**src/rtl/usbw_pkg.sv**
```systemverilog
// Package: shared widths for the USB bridge transmit writer.
// Assumes the word width is a whole number of bytes.
package usbw_pkg;
    localparam int unsigned WORD_W  = 32;
    localparam int unsigned LANES   = WORD_W / 8;
    localparam int unsigned WAIT_CY = 2;
    typedef logic [WORD_W-1:0] word_t;
    typedef logic [LANES-1:0]  lanes_t;
endpackage

```
**src/rtl/usbw_ready_timer.sv**
```systemverilog
// Module: usbw_ready_timer
// Counts consecutive edges at which the bridge reports ready and flags when the
// settling wait has elapsed. Assumes the ready input is already synchronous to clk_i.
module usbw_ready_timer #(
    parameter int unsigned WAIT_CYC = 2
) (
    input  logic clk_i,
    input  logic rst_ni,
    input  logic rdy_n_i,
    output logic go_o
);
    localparam int unsigned CNT_W = $clog2(WAIT_CYC + 1) + 1;

    logic [CNT_W-1:0] run_q;

    // Run length of low samples, saturating at WAIT_CYC, cleared when high.
    always_ff @(posedge clk_i) begin
        if (!rst_ni) begin
            run_q <= '0;
        end else if (rdy_n_i) begin
            run_q <= '0;
        end else if (run_q != CNT_W'(WAIT_CYC)) begin
            run_q <= run_q + 1'b1;
        end
    end

    // Writing permitted at this edge: ready now and the wait has passed.
    always_comb begin
        go_o = !rdy_n_i && (run_q == CNT_W'(WAIT_CYC));
    end

    p_go_needs_ready_r3: assert property (@(posedge clk_i) disable iff (!rst_ni)
        go_o |-> !rdy_n_i);
endmodule

```
**src/rtl/usbw_out_stage.sv**
```systemverilog
// Module: usbw_out_stage
// One-word output register toward the bridge. It loads from a first-word-fall-through
// source and keeps a word the bridge did not accept until it is accepted.
// Assumes go_i is only high while the bridge is ready.
module usbw_out_stage #(
    parameter int unsigned WORD_W = 32
) (
    input  logic              clk_i,
    input  logic              rst_ni,
    input  logic              go_i,
    input  logic              rdy_n_i,
    input  logic [WORD_W-1:0] src_data_i,
    input  logic              src_empty_i,
    output logic              pop_o,
    output logic [WORD_W-1:0] data_o,
    output logic              strobe_n_o
);
    localparam int unsigned LANES = WORD_W / 8;

    logic hold_q;
    logic strobe_n_q;
    logic taken;
    logic keep;
    logic load;
    logic hold_d;

    // Decide transfer, retention and refill for this edge.
    always_comb begin
        taken = !strobe_n_q && !rdy_n_i;
        keep  = hold_q && !taken;
        load  = go_i && !keep && !src_empty_i;
        hold_d = keep || load;
    end

    // Pending-word flag and write strobe.
    always_ff @(posedge clk_i) begin
        if (!rst_ni) begin
            hold_q     <= 1'b0;
            strobe_n_q <= 1'b1;
        end else begin
            hold_q     <= hold_d;
            strobe_n_q <= !(go_i && hold_d);
        end
    end

    // Per-byte data register, refilled only when a word is loaded.
    for (genvar g = 0; g < LANES; g++) begin : g_lane
        logic [7:0] byte_q;
        always_ff @(posedge clk_i) begin
            if (!rst_ni) begin
                byte_q <= '0;
            end else if (load) begin
                byte_q <= src_data_i[8*g +: 8];
            end
        end
        assign data_o[8*g +: 8] = byte_q;
    end

    assign pop_o      = load;
    assign strobe_n_o = strobe_n_q;

    p_no_pop_empty_r5: assert property (@(posedge clk_i) disable iff (!rst_ni)
        pop_o |-> !src_empty_i);
    p_drop_on_withdraw_r6: assert property (@(posedge clk_i) disable iff (!rst_ni)
        (!strobe_n_o && rdy_n_i) |=> strobe_n_o);
    p_keep_word_r6: assert property (@(posedge clk_i) disable iff (!rst_ni)
        (!strobe_n_o && rdy_n_i) |=> $stable(data_o));
    p_hold_idle_r9: assert property (@(posedge clk_i) disable iff (!rst_ni)
        (strobe_n_o && !pop_o) |=> $stable(data_o));
endmodule

```
**src/rtl/usbw_sync_tx.sv**
```systemverilog
// Module: usbw_sync_tx (top)
// Streams words from a first-word-fall-through buffer into a USB bridge running a
// synchronous FIFO handshake, with a fixed wait after the bridge signals ready.
// Assumes every input is synchronous to the bridge clock clk_i.
module usbw_sync_tx
    import usbw_pkg::*;
(
    input  logic        clk_i,
    input  logic        rst_ni,
    input  logic        bridge_rdy_n_i,
    input  logic [31:0] src_data_i,
    input  logic        src_empty_i,
    output logic        src_pop_o,
    output logic [31:0] bus_data_o,
    output logic        strobe_n_o,
    output logic [3:0]  lane_en_o
);
    logic go;

    usbw_ready_timer #(.WAIT_CYC(WAIT_CY)) u_timer (
        .clk_i   (clk_i),
        .rst_ni  (rst_ni),
        .rdy_n_i (bridge_rdy_n_i),
        .go_o    (go)
    );

    usbw_out_stage #(.WORD_W(WORD_W)) u_out (
        .clk_i       (clk_i),
        .rst_ni      (rst_ni),
        .go_i        (go),
        .rdy_n_i     (bridge_rdy_n_i),
        .src_data_i  (src_data_i),
        .src_empty_i (src_empty_i),
        .pop_o       (src_pop_o),
        .data_o      (bus_data_o),
        .strobe_n_o  (strobe_n_o)
    );

    // Full-word transfers only: every byte lane enabled.
    assign lane_en_o = '1;

    // Checker counter: consecutive ready samples, independent of the timer.
    logic [7:0] chk_run_q;
    always_ff @(posedge clk_i) begin
        if (!rst_ni || bridge_rdy_n_i) begin
            chk_run_q <= '0;
        end else if (chk_run_q != 8'hFF) begin
            chk_run_q <= chk_run_q + 1'b1;
        end
    end

    p_lanes_on_r1: assert property (@(posedge clk_i) lane_en_o == '1);
    p_wait_seen_r3: assert property (@(posedge clk_i) disable iff (!rst_ni)
        !strobe_n_o |-> (chk_run_q > 8'(WAIT_CY)));
    p_rewait_r8: assert property (@(posedge clk_i) disable iff (!rst_ni)
        $fell(strobe_n_o) |-> $past(!bridge_rdy_n_i));
    p_reset_state_r2: assert property (@(posedge clk_i)
        !rst_ni |=> (strobe_n_o && bus_data_o == '0));
endmodule

```
**config.mk**
```make
export PLATFORM = sky130hd
export DESIGN_NAME = usbw_sync_tx
export DESIGN_NICKNAME = d
export VERILOG_FILES = /design/src/rtl/usbw_pkg.sv /design/src/rtl/usbw_ready_timer.sv /design/src/rtl/usbw_out_stage.sv /design/src/rtl/usbw_sync_tx.sv
export SDC_FILE = /design/constraint.sdc
export NUM_CORES = 1
export LEC_CHECK = 0
export BUFFER_PORTS_ARGS = -buffer_cell sky130_fd_sc_hd__buf_2
export CELL_PAD_IN_SITES_DETAIL_PLACEMENT = 1
export CELL_PAD_IN_SITES_GLOBAL_PLACEMENT = 1
export CORE_ASPECT_RATIO = 1.1
export CORE_UTILIZATION = 33
export DETAILED_ROUTE_END_ITERATION = 6
export GPL_TIMING_DRIVEN = 0
export PLACE_DENSITY_LB_ADDON = 0.1
export SETUP_SLACK_MARGIN = 0.5
export SYNTH_ARGS = -nofsm -noshare
export SYNTH_HDL_FRONTEND = slang
export SYNTH_SLANG_ARGS = --single-unit
```
**constraint.sdc**
```tcl
create_clock -name clk_i -period 1.7 [get_ports clk_i]
set_clock_uncertainty 0.15 [all_clocks]
set_input_delay 0.255 -clock clk_i [delete_from_list [all_inputs] [get_ports clk_i]]
set_output_delay 0.255 -clock clk_i [all_outputs]
set_load 0.05 [all_outputs]
```
==> flow_summary.ini, run 1 <==
[status]
outcome = finished with violations
violations = negative setup slack

[die]
coreArea_um2 = 4620
die_area_um2 = 5070
start_util = 0.342
io_pins = 74
die_y_um = 74.6
dieWidth_um = 68.0
rows = 26

[worst_setup_path]
critPathArrivalTime_ns = 1.49
start_kind = register
worstPathCellList = inv_2, ha_4, nand2b_4, nor4b_4, buf_6, buf_12, buf_12
worstPathMaxFanout = 2
critPathKind = register to output pin
crit_path_top_delay_cell = dfxtp_2
critPathMostFrequentCell = buf_12
critPathCaptureType = output pin
crit_buf_inv = 4
crit_family = buffers and inverters
critPathRequiredTime_ns = 1.29
cpPeakStageDelay_ns = 0.33

[routing]
wl_per_cell_um = 13.3
antenna_left = 0
firstDrtPassIters = 2
routed_wl_um = 4220
drcViolationCount = 0
drtIter0Drc = 42
num_vias = 1458
viasPerCell = 4.58

[clocking]
root_buffer = clkbuf_8
h-tree-depth = 2
postCtsHoldBufs = 0
clockBufferDepth = 2
path_clk_slew_ns = 0.07
clkLatencyLatePin_ns = 0.28
cts.sinks = 37
cts_buffers = 5
cts_tree = done

[sta]
final.min_clock_period_ns = 1.90
post-route-period-util = 1.12
slew_violations = 0
rsz0062_at_grt = yes
whs_ns = 0.0573
final.setup.worst_slack_ns = -0.197
finalHoldViolCount = 0
setup_violations = 29
fmax_ghz = 0.527

[power]
finalPower_w = 0.00174
power_density_nw_per_um2 = 649
ir_drop_v = 0.000386
power_leakage_nw = 1.13

[layout]
drive_gt1_frac = 0.550
final_cell_mix = nand2_1 (65), buf_2 (36), dfxtp_2 (34), mux2i_1 (32), buf_8 (26)
finalNetCount = 300
synthToLayoutAreaGrowth_pct = 69.7
n_antenna_cell = 0
final_common_cell = nand2_1
design_area_um2 = 2680

[yosys]
syn_area_um2 = 1580
yosysSeqAreaShare = 0.469
synth_area_per_cell_um2 = 9.46
synth-seq-cells = 37
synth.distinct_cells = 21
ys_warn_count = 0
synth_cells = 167

[placed_design]
io_buffer_count = 69
dp_hpwl_um = 2600
placed_area_um2 = 2020
gp_congestion = 0.732

[global_route]
overflow = 0
antenna_found_initial = 0
grt_usage = 0.167
grt_pass1_vias = 1424
grt_max_degree = 11
grt_pass1_wl_um = 6270

[job]
max_cap_violations = 0

[hold_path]
hp-class = input port to register
## worst min-delay path, stage by stage
cell     delay [ns]
buf_2          0.09
nand2_1        0.04
mux2i_1        0.05
## final timing paths
path                              from                   endpoint  slack, ns  cells after the start
max                   u_timer.run_q[0]                  src_pop_o      -0.20                      7
min                      src_data_i[0]  u_out.g_lane[0].byte_q[0]       0.06                      3
max reg2reg           u_timer.run_q[0]  u_out.g_lane[2].byte_q[4]      -0.09                      9
min reg2reg  u_out.g_lane[0].byte_q[0]  u_out.g_lane[0].byte_q[0]       0.32                      2
## where the power goes
group          switching (W)  leakage (nW)  internal [W]
sequential        0.00000935         0.316      0.000878
combinational       0.000128         0.768      0.000106
clock               0.000296        0.0443      0.000322
total               0.000433          1.13       0.00131
## routing by layer
layer	up-vias	routed length, um	GRT usage	part of all wire
li1	716	-	-	-
met1	691	1670	0.200	0.40
met2	44	2240	0.273	0.53
met3	7	252	0.0460	0.060
met4	0	59	0.0764	0.014
met5	-	0	0	0
## per-stage QoR
stage	cells	util	setup WS, ns	TNS [ns]
2_1_floorplan	170	-	0.0910	0
3_3_place_gp	295	0.438	-0.208	-0.208
3_5_place_dp	295	0.438	-0.215	-0.215
4_1_cts	306	0.522	-0.223	-1.25
5_1_grt	318	0.580	-0.253	-3.87
6_report	318	0.580	-0.197	-1.57
## final cells by class
class | instances | area, um2
repair buffers | 85 | 851
plain buffers | 15 | 129
fillers | 514 | 1940
flip-flops and latches | 37 | 787
well taps | 56 | 70.1
inverters | 2 | 7.51
clock buffers | 7 | 86.3
multi-input cells | 116 | 748
## kinds of logic (layout without fill, tap and decap cells)
family | Yosys count | after routing | synth area share
xor+xnor | 1 | 1 | 0.00555
buf+inv | 17 | 109 | 0.0864
other cells | 1 | 4 | 0.00237
mux | 32 | 32 | 0.203
fa+ha+maj | 2 | 2 | 0.0158
simple gates | 72 | 72 | 0.194
compound gates | 5 | 5 | 0.0238
flops | 37 | 37 | 0.469
## registers in the layout, summed over array words and instances (netlist names)
signal / flops
u_out.hold_q: 1
u_out.g_lane.byte_q: 32
u_timer.run_q: 3
u_out.strobe_n_o: 1
## timing repair
| item | 4_1_cts | 5_1_grt |
|---|---|---|
| setup buffers | 4 | 10 |
| cloned | 0 | 2 |
| pin swaps | 1 | 1 |
| gates resized for setup | 105 | 37 |
| setup endpoints to repair | 67 | 64 |
## synth_stat cells
| cell | number | area share |
|---|---|---|
| a211oi_1 | 1 | 0.0048 |
| inv_1 | 2 | 0.0048 |
| nand2b_4 | 1 | 0.0087 |
| a211o_2 | 1 | 0.0063 |
| nor3b_1 | 1 | 0.0048 |
| clkbuf_1 | 6 | 0.014 |
| a21oi_1 | 1 | 0.0032 |
| buf_12 | 3 | 0.038 |
| mux2i_1 | 32 | 0.20 |
| buf_2 | 1 | 0.0032 |
| nor4b_4 | 1 | 0.015 |
| buf_4 | 4 | 0.019 |
| xnor2_1 | 1 | 0.0055 |
| dfxtp_1 | 37 | 0.47 |
| nor2_1 | 3 | 0.0071 |
| ha_1 | 2 | 0.016 |
| nand2b_1 | 1 | 0.0040 |
| conb_1 | 1 | 0.0024 |
| buf_6 | 1 | 0.0071 |
| nand2_1 | 65 | 0.15 |
| o21a_1 | 2 | 0.0095 |
No activity file was read; power rests on OpenSTA's default activity.
==> inputs of run 2 (changes only) <==
Settings changed: CTS_BUF_LIST set to sky130_fd_sc_hd__clkbuf_4 sky130_fd_sc_hd__clkbuf_8 sky130_fd_sc_hd__clkbuf_16.
==> run 2 against run 1 <==
Compared with the run above: the run still ends with negative setup slack left; global-route usage is 0.058 points higher; clock power rose by 2%; final area increased by 0.14%; total power is 0.82% higher; critical path depth did not move; worst setup slack barely moved; count of clock-buffer cells in the layout stayed put; hold slack is essentially flat; die area is the same; maximum frequency about the same; routed wire length grew 0.73%; final cell count is the same; critical path type unchanged.
==> flow_summary.ini, run 2 (same netlist as run 1, synthesis figures left out) <==
[status]
outcome = finished with violations
violations = negative setup slack

[layout]
n_antenna_cell = 0
top_register = u_out.g_lane.byte_q
largest_register_ffs = 32
fillCellCount = 522
stdcell_count = 318
final_common_cell = nand2_1
finalNetCount = 300
synthToLayoutAreaGrowth_pct = 69.9
final_cell_mix = nand2_1 (65), buf_2 (36), dfxtp_2 (34), mux2i_1 (32), buf_8 (26)
reg.largest.list = u_out.g_lane.byte_q x32, u_timer.run_q x3
drive_gt1_frac = 0.553
post-route-util = 0.581

[routing]
firstDrtPassIters = 2
drtIter0Drc = 50
antenna_left = 0
drcViolationCount = 0
wl_per_cell_um = 13.4
viasPerCell = 4.56
num_vias = 1450
routed_wl_um = 4250

[power]
power_leakage_nw = 1.13
power_density_nw_per_um2 = 653
ir_drop_v = 0.000386

[die]
dieWidth_um = 68.0
rows = 26
die_area_um2 = 5070
start_util = 0.342
coreArea_um2 = 4620
die_y_um = 74.6
io_pins = 74

[worst_setup_path]
critPathRequiredTime_ns = 1.29
critPathArrivalTime_ns = 1.49
start_kind = register
critPathCaptureType = output pin
worstPathMaxFanout = 2
critPathKind = register to output pin

[global_route]
grt_usage = 0.167
overflow = 0
grt_max_degree = 11
grt_pass1_wl_um = 6280
antenna_found_initial = 0
grt_pass1_vias = 1424

[clocking]
h-tree-depth = 2
clkLatencyLatePin_ns = 0.28
postCtsHoldBufs = 0
root_buffer = clkbuf_8
clockBufferDepth = 2
cts.sinks = 37
path_clk_slew_ns = 0.07
cts_buffers = 5
cts_tree = done

[sta]
rsz0062_at_grt = yes
setup_violations = 29
final.min_clock_period_ns = 1.90
finalHoldViolCount = 0
fmax_ghz = 0.527
slew_violations = 0
final.setup.worst_slack_ns = -0.197
post-route-period-util = 1.12

[placed_design]
dp_slack_ns = -0.215
dp.cells = 295
dp_hpwl_um = 2600
io_buffer_count = 69
gp_congestion = 0.732

[job]
max_cap_violations = 0

[hold_path]
hp-class = input port to register
run 2: path summary, 6_finish.rpt:
kind,start,to,slack [ns],cells after the start
worst min-delay path,src_data_i[0],u_out.g_lane[0].byte_q[0],0.06,3
worst max-delay path,u_timer.run_q[0],src_pop_o,-0.20,7
worst max register to register,u_timer.run_q[0],u_out.g_lane[2].byte_q[4],-0.08,9
worst min register to register,u_out.g_lane[0].byte_q[0],u_out.g_lane[0].byte_q[0],0.32,2
run 2: what timing repair did:
item | CTS | global route
gates cloned | 0 | 2
resized for setup | 106 | 36
pin swaps | 1 | 1
buffers inserted | 4 | 10
setup endpoints to repair | 67 | 64
run 2: power by group:
part | total [W] | internal [W] | switching, W | leakage [nW]
sequential | 0.000887 | 0.000878 | 0.00000935 | 0.316
clock | 0.000631 | 0.000338 | 0.000294 | 0.0477
combinational | 0.000234 | 0.000106 | 0.000129 | 0.768
run 2: critical path, stage by stage, from the launching register on:
cell      delay, ns
dfxtp_2        0.33
inv_2          0.06
ha_4           0.13
nand2b_4       0.06
nor4b_4        0.26
buf_6          0.14
buf_12         0.10
buf_12         0.12
run 2: layout make-up:
type | instances | area, um2 | share of cell area
inverters | 2 | 7.51 | 0.00280
repair buffers | 85 | 851 | 0.317
multi-input cells | 116 | 748 | 0.279
plain buffers | 15 | 129 | 0.0480
clock buffers | 7 | 90.1 | 0.0336
flip-flops and latches | 37 | 787 | 0.293
well taps | 56 | 70.1 | 0.0261
run 2: per-stage QoR:
step / cell area, um2 / hold WS [ns] / power (W) / setup TNS [ns]
floorplan: 1610 / 0.228 / 0.00103 / 0
global placement: 2020 / 0.288 / 0.00110 / -0.208
detailed placement: 2020 / 0.297 / 0.00110 / -0.215
CTS: 2420 / 0.0470 / 0.00176 / -1.24
global route: 2680 / 0.0518 / 0.00184 / -3.87
finish: 2680 / 0.0576 / 0.00175 / -1.62
run 2: layer usage:
layer | GRT usage | vias up | part of all wire
met2 | 0.278 | 44 | 0.52
met1 | 0.198 | 685 | 0.40
met4 | 0.0764 | 0 | 0.014
met5 | 0 | - | 0
met3 | 0.0460 | 7 | 0.061
li1 | - | 714 | -
==> inputs of run 3 (changes only) <==
Settings changed: BUFFER_PORTS_ARGS -buffer_cell sky130_fd_sc_hd__buf_2 to -buffer_cell sky130_fd_sc_hd__buf_4.
==> run 3 against run 2 <==
Compared with the run above: the run still ends with negative setup slack left; worst setup slack got worse by 0.017 ns; critical path depth did not move; final cell count rose by 0.63%; sequential share of layout area fell by 1.5 points; utilization rose by 3.1 points; highest routed layer unchanged; hold slack improved by 0.0062 ns; non-clock buffer count rose by 1; largest cell class unchanged; first-iteration DRC count fell by 50%; count of clock-buffer cells in the layout did not move; sequential power barely moved.
==> flow_summary.ini, run 3 (same netlist as run 1, synthesis figures left out) <==
[die]
rows = 26
start_util = 0.342
io_pins = 74
dieWidth_um = 68.0
die_area_um2 = 5070
coreArea_um2 = 4620
die_y_um = 74.6

[power]
internal_power_w = 0.00150
power_frac_comb = 0.134
pwr-share-clk = 0.411
switching_share = 0.230
power_density_nw_per_um2 = 690
p_seq_frac = 0.455
ir_drop_v = 0.000519
netSwitchingPower_w = 0.000449
power_leakage_nw = 1.19

[sta]
rsz0062_at_grt = yes
setup_violations = 32
final.setup.worst_slack_ns = -0.214
slew_violations = 0
final.min_clock_period_ns = 1.91
finalSetupTns_ns = -2.20
finalHoldViolCount = 0
post-route-period-util = 1.13
whs_ns = 0.0638
fmax_ghz = 0.523

[clocking]
clockBufferDepth = 2
h-tree-depth = 2
path_clk_slew_ns = 0.07
cts.sinks = 37
cts_tree = done
clkLatencyLatePin_ns = 0.28
root_buffer = clkbuf_8
cts_buffers = 5

[worst_setup_path]
crit_family = buffers and inverters
start_kind = register
cpPeakStageDelay_ns = 0.33
crit_path_top_delay_cell = dfxtp_2
worstPathCellList = inv_2, ha_4, nand2b_4, nor4b_4, buf_6, buf_12, buf_12
critPathMostFrequentCell = buf_12
critPathArrivalTime_ns = 1.51
r2r_cells = 9
crit_buf_inv = 4
critPathKind = register to output pin
worstPathMaxFanout = 2
path_depth = 7
critPathCaptureType = output pin
critPathRequiredTime_ns = 1.29

[placed_design]
gp_congestion = 0.709
dp_hpwl_um = 2710
placed_area_um2 = 2190
dp.cells = 295
io_buffer_count = 69

[layout]
design_area_um2 = 2830
post-route-util = 0.612
n_antenna_cell = 0
largest_register_ffs = 32
final_cell_mix = nand2_1 (65), buf_4 (49), dfxtp_2 (34), mux2i_1 (30), buf_8 (27)
final_common_cell = nand2_1
fillCellCount = 521
reg.largest.list = u_out.g_lane.byte_q x32, u_timer.run_q x3
stdcell_count = 320
finalNetCount = 301
top_register = u_out.g_lane.byte_q
drive_gt1_frac = 0.568
synthToLayoutAreaGrowth_pct = 79.1

[routing]
routed_wl_um = 4410
wl_per_cell_um = 13.8
drcViolationCount = 0
drtIter0Drc = 25
antenna_left = 0
firstDrtPassIters = 4
num_vias = 1450
viasPerCell = 4.53

[hold_path]
min_path_cells = 2
hp-class = input port to register

[status]
outcome = finished with violations
violations = negative setup slack

[global_route]
grt_usage = 0.170
antenna_found_initial = 0
grt_max_degree = 12
grt_pass1_vias = 1386
grt_pass1_wl_um = 6270
overflow = 0

[job]
max_cap_violations = 0
-- run 3: cell types whose count changed in the layout (fill, tap and decap cells not counted), moves of 2 or more --
cell	change
buf_2	-35
mux2i_2	+2
mux2i_1	-2
buf_4	+37
buf_6	-2
-- run 3: path summary, 6_finish.rpt --
| path | start | to | slack (ns) |
|---|---|---|---|
| worst max register to register | u_timer.run_q[0] | u_out.g_lane[2].byte_q[1] | -0.11 |
| worst max-delay path | u_timer.run_q[0] | src_pop_o | -0.21 |
| worst min register to register | u_out.g_lane[0].byte_q[1] | u_out.g_lane[0].byte_q[1] | 0.32 |
| worst min-delay path | src_empty_i | u_out.strobe_n_o | 0.06 |
-- run 3: cell type report --
type | instances | area [um2] | share of cell area
Sequential cell | 37 | 787 | 0.278
Buffer | 15 | 129 | 0.0456
Clock inverter | 1 | 30.0 | 0.0106
Timing Repair Buffer | 86 | 946 | 0.335
Inverter | 2 | 7.51 | 0.00265
Tap cell | 56 | 70.1 | 0.0248
Multi-Input combinational cell | 116 | 768 | 0.272
Clock buffer | 7 | 90.1 | 0.0319
-- run 3: stage by stage --
step | power (W) | setup slack [ns]
final | 0.00195 | -0.214
after global routing | 0.00202 | -0.285
after CTS | 0.00194 | -0.222
after detailed placement | 0.00113 | -0.150
after global placement | 0.00112 | -0.141
after floorplan | 0.00103 | 0.0910
-- run 3: repair_timing --
item / CTS / global route
pin swaps: 3 / 2
cloned: 0 / 2
endpoints found under the setup margin: 67 / 65
endpoints found under the hold margin: 0 / 0
hold buffers: 0 / 0
setup buffers: 5 / 10
gates resized for setup: 72 / 40
-- run 3: layer usage --
layer,track usage,wire (um),part of all wire
met3,0.0537,282,0.064
met2,0.293,2350,0.53
met1,0.192,1730,0.39
met5,0,0,0
met4,0.0694,47,0.011
-- run 3: worst register-to-register path: stages (launching register included) --
cell and delay, ns:
dfxtp_2 0.33, inv_2 0.06, ha_4 0.15, nand2b_4 0.06
nor4b_4 0.26, buf_6 0.14, buf_4 0.11, buf_12 0.13
buf_12 0.13, mux2i_2 0.21
-- run 3: power groups by stage --
stage	Sequential, W	Clock [W]	Combinational, W
2_1_floorplan	0.000930	0	0.0000990
3_5_place_dp	0.000906	0	0.000220
5_1_grt	0.000889	0.000845	0.000284
3_3_place_gp	0.000906	0	0.000218
6_report	0.000888	0.000802	0.000260
4_1_cts	0.000887	0.000819	0.000235
